File: config.mk
export PLATFORM = sky130hd
export DESIGN_NAME = sirq_slot_agent
export DESIGN_NICKNAME = d
export VERILOG_FILES = /design/src/rtl/sia_pkg.sv /design/src/rtl/sia_seq.sv /design/src/rtl/sia_mode.sv /design/src/rtl/sia_drive.sv /design/src/rtl/sirq_slot_agent.sv
export SDC_FILE = /design/constraint.sdc
export NUM_CORES = 1
export LEC_CHECK = 0
export BUFFER_PORTS_ARGS = -buffer_cell sky130_fd_sc_hd__clkbuf_2
export CAP_MARGIN = 30
export CELL_PAD_IN_SITES_DETAIL_PLACEMENT = 1
export CELL_PAD_IN_SITES_GLOBAL_PLACEMENT = 1
export CORE_ASPECT_RATIO = 1.4
export CORE_MARGIN = 1
export CORE_UTILIZATION = 50
export CTS_BUF_LIST = sky130_fd_sc_hd__clkbuf_4 sky130_fd_sc_hd__clkbuf_8
export CTS_CLUSTER_SIZE = 8
export DETAILED_ROUTE_END_ITERATION = 6
export HOLD_SLACK_MARGIN = 0.12
export PLACE_DENSITY_LB_ADDON = 0.25
export SLEW_MARGIN = 20
export SYNTH_ARGS = -nofsm -noshare
export SYNTH_HDL_FRONTEND = slang
export SYNTH_HIERARCHICAL = 1
export SYNTH_SLANG_ARGS = --single-unit
File: constraint.sdc
create_clock -name clk -period 4.4 [get_ports clk]
set_input_delay 0.22 -clock clk [delete_from_list [all_inputs] [get_ports clk]]
set_output_delay 0.22 -clock clk [all_outputs]
set_load 0.005 [all_outputs]
File: src/rtl/sia_pkg.sv
package sia_pkg;

  typedef enum logic [2:0] {
    ST_IDLE  = 3'd0,
    ST_REQ   = 3'd1,
    ST_START = 3'd2,
    ST_FRAME = 3'd3,
    ST_STOP  = 3'd4
  } sia_state_e;

  typedef enum logic [1:0] {
    PH_SAMPLE  = 2'd0,
    PH_RECOVER = 2'd1,
    PH_TURN    = 2'd2
  } sia_phase_e;

  // Low run long enough to count as a Start frame.
  function automatic logic start_valid(input int unsigned lows, input int unsigned min_lows);
    return lows >= min_lows;
  endfunction

  // Stop width decode: bit 1 = width is legal, bit 0 = next mode is quiet.
  function automatic logic [1:0] stop_decode(input int unsigned lows);
    case (lows)
      2:       return 2'b11;
      3:       return 2'b10;
      default: return 2'b00;
    endcase
  endfunction

endpackage

File: src/rtl/sia_seq.sv
module sia_seq
  import sia_pkg::*;
#(
  parameter int NUM_SLOTS = 21,
  parameter int START_MIN = 4,
  parameter int CNT_W     = 4,
  parameter int SLOT_W    = $clog2(NUM_SLOTS)
) (
  input  logic              clk,
  input  logic              rst_n,
  input  logic              line_in,
  input  logic              quiet,
  input  logic              irq_n,
  output sia_state_e        state,
  output sia_phase_e        phase,
  output logic [SLOT_W-1:0] slot,
  output logic              frame_start,
  output logic              stop_done,
  output logic [CNT_W-1:0]  stop_lows
);

  localparam logic [SLOT_W-1:0] LAST_SLOT   = SLOT_W'(NUM_SLOTS - 1);
  localparam logic [CNT_W-1:0]  START_MIN_C = CNT_W'(START_MIN);
  localparam logic [CNT_W-1:0]  CNT_MAX     = '1;

  logic [CNT_W-1:0]  low_cnt, low_cnt_d, low_inc;
  sia_state_e        state_d;
  sia_phase_e        phase_d;
  logic [SLOT_W-1:0] slot_d;
  logic              last_turn;

  assign low_inc     = (low_cnt == CNT_MAX) ? low_cnt : low_cnt + 1'b1;
  assign frame_start = (state == ST_START) && line_in && start_valid(int'(low_cnt), START_MIN);
  assign stop_done   = (state == ST_STOP) && line_in && (low_cnt != '0);
  assign stop_lows   = low_cnt;
  assign last_turn   = (state == ST_FRAME) && (phase == PH_TURN) && (slot == LAST_SLOT);

  always_comb begin
    state_d   = state;
    phase_d   = phase;
    slot_d    = slot;
    low_cnt_d = low_cnt;
    case (state)
      ST_IDLE: begin
        if (!line_in) begin
          state_d   = ST_START;
          low_cnt_d = CNT_W'(1);
        end else if (quiet && !irq_n) begin
          state_d = ST_REQ;
        end
      end
      ST_REQ: begin
        state_d   = ST_START;
        low_cnt_d = CNT_W'(1);
      end
      ST_START: begin
        if (!line_in) begin
          low_cnt_d = low_inc;
        end else if (frame_start) begin
          state_d = ST_FRAME;
          phase_d = PH_SAMPLE;
          slot_d  = '0;
        end else begin
          state_d = ST_IDLE;
        end
      end
      ST_FRAME: begin
        case (phase)
          PH_SAMPLE:  phase_d = PH_RECOVER;
          PH_RECOVER: phase_d = PH_TURN;
          default: begin
            phase_d = PH_SAMPLE;
            if (last_turn) begin
              state_d   = ST_STOP;
              low_cnt_d = '0;
            end else begin
              slot_d = slot + 1'b1;
            end
          end
        endcase
      end
      ST_STOP: begin
        if (!line_in)       low_cnt_d = low_inc;
        else if (stop_done) state_d   = ST_IDLE;
      end
      default: state_d = ST_IDLE;
    endcase
  end

  always_ff @(posedge clk or negedge rst_n) begin
    if (!rst_n) begin
      state   <= ST_IDLE;
      phase   <= PH_SAMPLE;
      slot    <= '0;
      low_cnt <= '0;
    end else begin
      state   <= state_d;
      phase   <= phase_d;
      slot    <= slot_d;
      low_cnt <= low_cnt_d;
    end
  end

  // frames begin only after a long enough low run
  a_r2_start_len: assert property (@(posedge clk) disable iff (!rst_n)
    (state == ST_FRAME && $past(state) != ST_FRAME) |-> ($past(low_cnt) >= START_MIN_C));

  // slot index stays inside the frame table
  a_r6_slot_range: assert property (@(posedge clk) disable iff (!rst_n)
    (state == ST_FRAME) |-> (slot <= LAST_SLOT));

  // the request lasts a single clock
  a_r8_req_single: assert property (@(posedge clk) disable iff (!rst_n)
    (state == ST_REQ) |=> (state == ST_START));

  // a request is only raised from quiet mode
  a_r9_req_quiet: assert property (@(posedge clk) disable iff (!rst_n)
    (state == ST_REQ) |-> $past(quiet));

endmodule

File: src/rtl/sia_mode.sv
module sia_mode
  import sia_pkg::*;
#(
  parameter int CNT_W = 4
) (
  input  logic             clk,
  input  logic             rst_n,
  input  logic             stop_done,
  input  logic [CNT_W-1:0] stop_lows,
  output logic             quiet
);

  logic [1:0] dec;
  assign dec = stop_decode(int'(stop_lows));

  always_ff @(posedge clk or negedge rst_n) begin
    if (!rst_n)                 quiet <= 1'b0;
    else if (stop_done && dec[1]) quiet <= dec[0];
  end

  // stop width picks the next mode
  a_r7_two_quiet: assert property (@(posedge clk) disable iff (!rst_n)
    (stop_done && stop_lows == CNT_W'(2)) |=> quiet);
  a_r7_three_cont: assert property (@(posedge clk) disable iff (!rst_n)
    (stop_done && stop_lows == CNT_W'(3)) |=> !quiet);

endmodule

File: src/rtl/sia_drive.sv
module sia_drive
  import sia_pkg::*;
#(
  parameter int SLOT_W = 5
) (
  input  logic              clk,
  input  logic              rst_n,
  input  sia_state_e        state,
  input  sia_phase_e        phase,
  input  logic [SLOT_W-1:0] slot,
  input  logic [SLOT_W-1:0] slot_sel,
  input  logic              irq_n,
  output logic              drive_lo,
  output logic              drive_hi
);

  logic own_slot, sample_pull, drove_lo;

  assign own_slot    = (slot == slot_sel);
  assign sample_pull = (state == ST_FRAME) && (phase == PH_SAMPLE) && own_slot && !irq_n;
  assign drive_lo    = sample_pull || (state == ST_REQ);
  assign drive_hi    = (state == ST_FRAME) && (phase == PH_RECOVER) && drove_lo;

  always_ff @(posedge clk or negedge rst_n) begin
    if (!rst_n) drove_lo <= 1'b0;
    else        drove_lo <= sample_pull;
  end

  // never both enables
  a_r10_exclusive: assert property (@(posedge clk) disable iff (!rst_n)
    !(drive_lo && drive_hi));

  // a high drive always follows a low drive
  a_r4_high_after_low: assert property (@(posedge clk) disable iff (!rst_n)
    drive_hi |-> $past(drive_lo));

  // turn-around is always released
  a_r5_turn_release: assert property (@(posedge clk) disable iff (!rst_n)
    (state == ST_FRAME && phase == PH_TURN) |-> (!drive_lo && !drive_hi));

endmodule

File: src/rtl/sirq_slot_agent.sv
module sirq_slot_agent
  import sia_pkg::*;
#(
  parameter int NUM_SLOTS = 21,
  parameter int START_MIN = 4,
  parameter int CNT_W     = 4,
  parameter int SLOT_W    = $clog2(NUM_SLOTS)
) (
  input  logic              clk,
  input  logic              rst_n,
  input  logic              line_in,
  input  logic [SLOT_W-1:0] slot_sel,
  input  logic              irq_n,
  output logic              drive_lo,
  output logic              drive_hi
);

  sia_state_e        state;
  sia_phase_e        phase;
  logic [SLOT_W-1:0] slot;
  logic              frame_start, stop_done, quiet;
  logic [CNT_W-1:0]  stop_lows;

  sia_seq #(
    .NUM_SLOTS(NUM_SLOTS), .START_MIN(START_MIN), .CNT_W(CNT_W), .SLOT_W(SLOT_W)
  ) u_seq (
    .clk(clk), .rst_n(rst_n), .line_in(line_in), .quiet(quiet), .irq_n(irq_n),
    .state(state), .phase(phase), .slot(slot), .frame_start(frame_start),
    .stop_done(stop_done), .stop_lows(stop_lows)
  );

  sia_mode #(.CNT_W(CNT_W)) u_mode (
    .clk(clk), .rst_n(rst_n), .stop_done(stop_done), .stop_lows(stop_lows), .quiet(quiet)
  );

  sia_drive #(.SLOT_W(SLOT_W)) u_drive (
    .clk(clk), .rst_n(rst_n), .state(state), .phase(phase), .slot(slot),
    .slot_sel(slot_sel), .irq_n(irq_n), .drive_lo(drive_lo), .drive_hi(drive_hi)
  );

  // slot 0 sample phase follows a recognised start
  a_r2_slot0_first: assert property (@(posedge clk) disable iff (!rst_n)
    frame_start |=> (state == ST_FRAME && phase == PH_SAMPLE && slot == '0));

  // in continuous mode the idle line is never pulled
  a_r9_idle_silent: assert property (@(posedge clk) disable iff (!rst_n)
    (!quiet && state == ST_IDLE) |-> !drive_lo);

endmodule

==> impl_metrics.toml <==
[finish]
stdcell_area_um2 = 1200
final_layout_size_suffix_gt1_frac = 0.189
fill_cells = 239
fin_nets = 141
syn_to_final_growth_pct = 9.20
antenna_cells = 0
layout.cells.non_filler = 148

[sta]
fin_skew_ps = 2.21
hold-worst-slack_ps = 234
slew_headroom = 0.517
fin_crit_ps = 1960
timing_hold_violations_final = 0
drv_slew = 0
finalSetupViolCount = 0
rsz0062_at_grt = "no"
max_freq_ghz = 0.511
setup_tns_ps = 0
fin_crit_sh = 0.445
worst_pin_slew_ps = 722

[worst_setup_path]
startpoint = "u_seq/slot[0]"
cp.required_ps = 4590
ff2ff_path_depth = 6
end_kind = "flop"
r2r-start = "u_seq/slot[0]"
crit_path_start_kind = "flop"
path_class = "flop to flop"
arrival_ps = 2150
critPathMaxFanout = 5

[grt]
first_global_vias = 996
grt-ovfl-total = 0
gr-usage-all-layers = 0.257
grt_max_degree = 17
grt_pass1_wl_um = 4740
antenna_found_initial = 0

[logic_synthesis]
syn_area_per_cell_um2 = 9.49
yosysWarnings = 6
syn_inst = 116
syn_nets = 129
synth_area_um2 = 1100

[pwr]
p_leak_uw = 0.000552
pwr-share-comb = 0.417
clkPwrFrac = 0.154
peakVddDrop_mv = 0.371
power_switching_uw = 283
p_seq_frac = 0.429
switching_share = 0.432
power.density_nw_per_um2 = 545
finalPower_uw = 655
internal_power_uw = 372

[clock_tree]
ctsResizeCount = 0
numCtsBuffers = 3
cts_setup_buffers = 0
cts_tree = "built"
root_buffer = "clkbuf_4"
cts_sinks = 16
ctsHtreeMaxLevel = 1
path_clk_slew_ps = 100
cts_buffer_depth = 2
cts_hold_buf = 1
clkLatencyLatePin_ps = 300

[floorplan]
core-area_um2 = 2020
die_area_um2 = 2400
pin_count = 11
fp.dieH_um = 57.5
std_cell_rows = 19
die_width_um = 41.7
start_util = 0.545

[route]
wl_per_cell_um = 17.9
ant_nets = 0
drt_iter0_drc = 25
viasPerCell = 6.48
drc_errors = 0
dr.pass1.iters = 4
route.vias.total = 959
wirelength_um = 2650

[worst_hold_path]
hold_path_depth = 4
min_from = "slot_sel[2]"
hold_class = "input pin to flop"

[place]
place_hpwl_um = 1980
dpl.cell_count = 143
placed_cell_area_um2 = 1160
port_buffers = 10
gp_congestion = 0.807

[outcome]
outcome = "finished clean"

[job]
maxCapViolCount = 0
==> registers in the layout, indices dropped and copies added, names as in the netlist <==
register,flops
u_seq/state,3
u_seq/phase,2
u_seq/stop_lows,4
u_drive/drove_lo,1
u_mode/quiet,1
u_seq/slot,5
==> critical path, cell delays in order, from the launching register on <==
cell,delay [ps]
dfrtp_1,430
inv_1,80
ha_1,190
and4bb_2,250
a21boi_0,510
o21bai_1,150
a32o_1,230
==> per-stage QoR <==
step	utilization	setup WS [ps]
5_1_grt	0.595	2330
3_5_place_dp	0.572	2450
4_1_cts	0.595	2430
2_1_floorplan	-	2730
3_3_place_gp	0.572	2580
6_report	0.595	2440
==> metal layers <==
layer  GRT usage  routed length [um]
met1       0.290                1100
met2       0.473                1450
met3      0.0316                  48
met4       0.115                  46
met5           0                   0
==> power by group through the flow <==
stage	Clock (uW)	Sequential (uW)	Combinational [uW]
2_1_floorplan	0	241	230
3_3_place_gp	0	280	256
3_5_place_dp	0	282	270
4_1_cts	104	280	273
5_1_grt	109	292	304
6_report	101	281	273
==> cell type report <==
cell class	instances	area (um2)	area share
clock buffer	4	36.3	0.0302
inverter	8	30.0	0.0250
multi-input combinational	88	649	0.540
sequential	16	400	0.333
tap	21	26.3	0.0219
timing repair buffer	11	60.1	0.0499
==> worst paths after layout <==
check,endpoint,slack [ps]
min in group asynchronous,u_seq/slot[2],370
setup reg to reg,u_seq/slot[1],2440
max in group asynchronous,u_seq/stop_lows[3],3730
hold / removal,u_drive/drove_lo,230
hold reg to reg,u_mode/quiet,540
setup / recovery,u_seq/slot[1],2440
==> placed cells by master, fill, tap and decap left out, types with 2 or more instances in the layout <==
| master | count |
|---|---|
| dfrtp_1 | 16 |
| clkbuf_2 | 10 |
| nand2_1 | 9 |
| nor2_1 | 8 |
| inv_1 | 8 |
| xnor2_1 | 6 |
| and3_1 | 5 |
| o21ai_0 | 5 |
| nand3_1 | 4 |
| ha_1 | 4 |
| clkbuf_4 | 3 |
| a21o_1 | 3 |
| a31oi_1 | 3 |
| and4bb_2 | 2 |
| nand4_1 | 2 |
| or2_1 | 2 |
| o32ai_2 | 2 |
| mux2i_1 | 2 |
| nand2b_1 | 2 |
| nor4_2 | 2 |
| nor2b_1 | 2 |
| o31ai_1 | 2 |
| a22oi_1 | 2 |
| a32o_1 | 2 |
| a21oi_1 | 2 |
| a221o_1 | 2 |
| nor4b_1 | 2 |
Power figures use the tool's default switching activity.
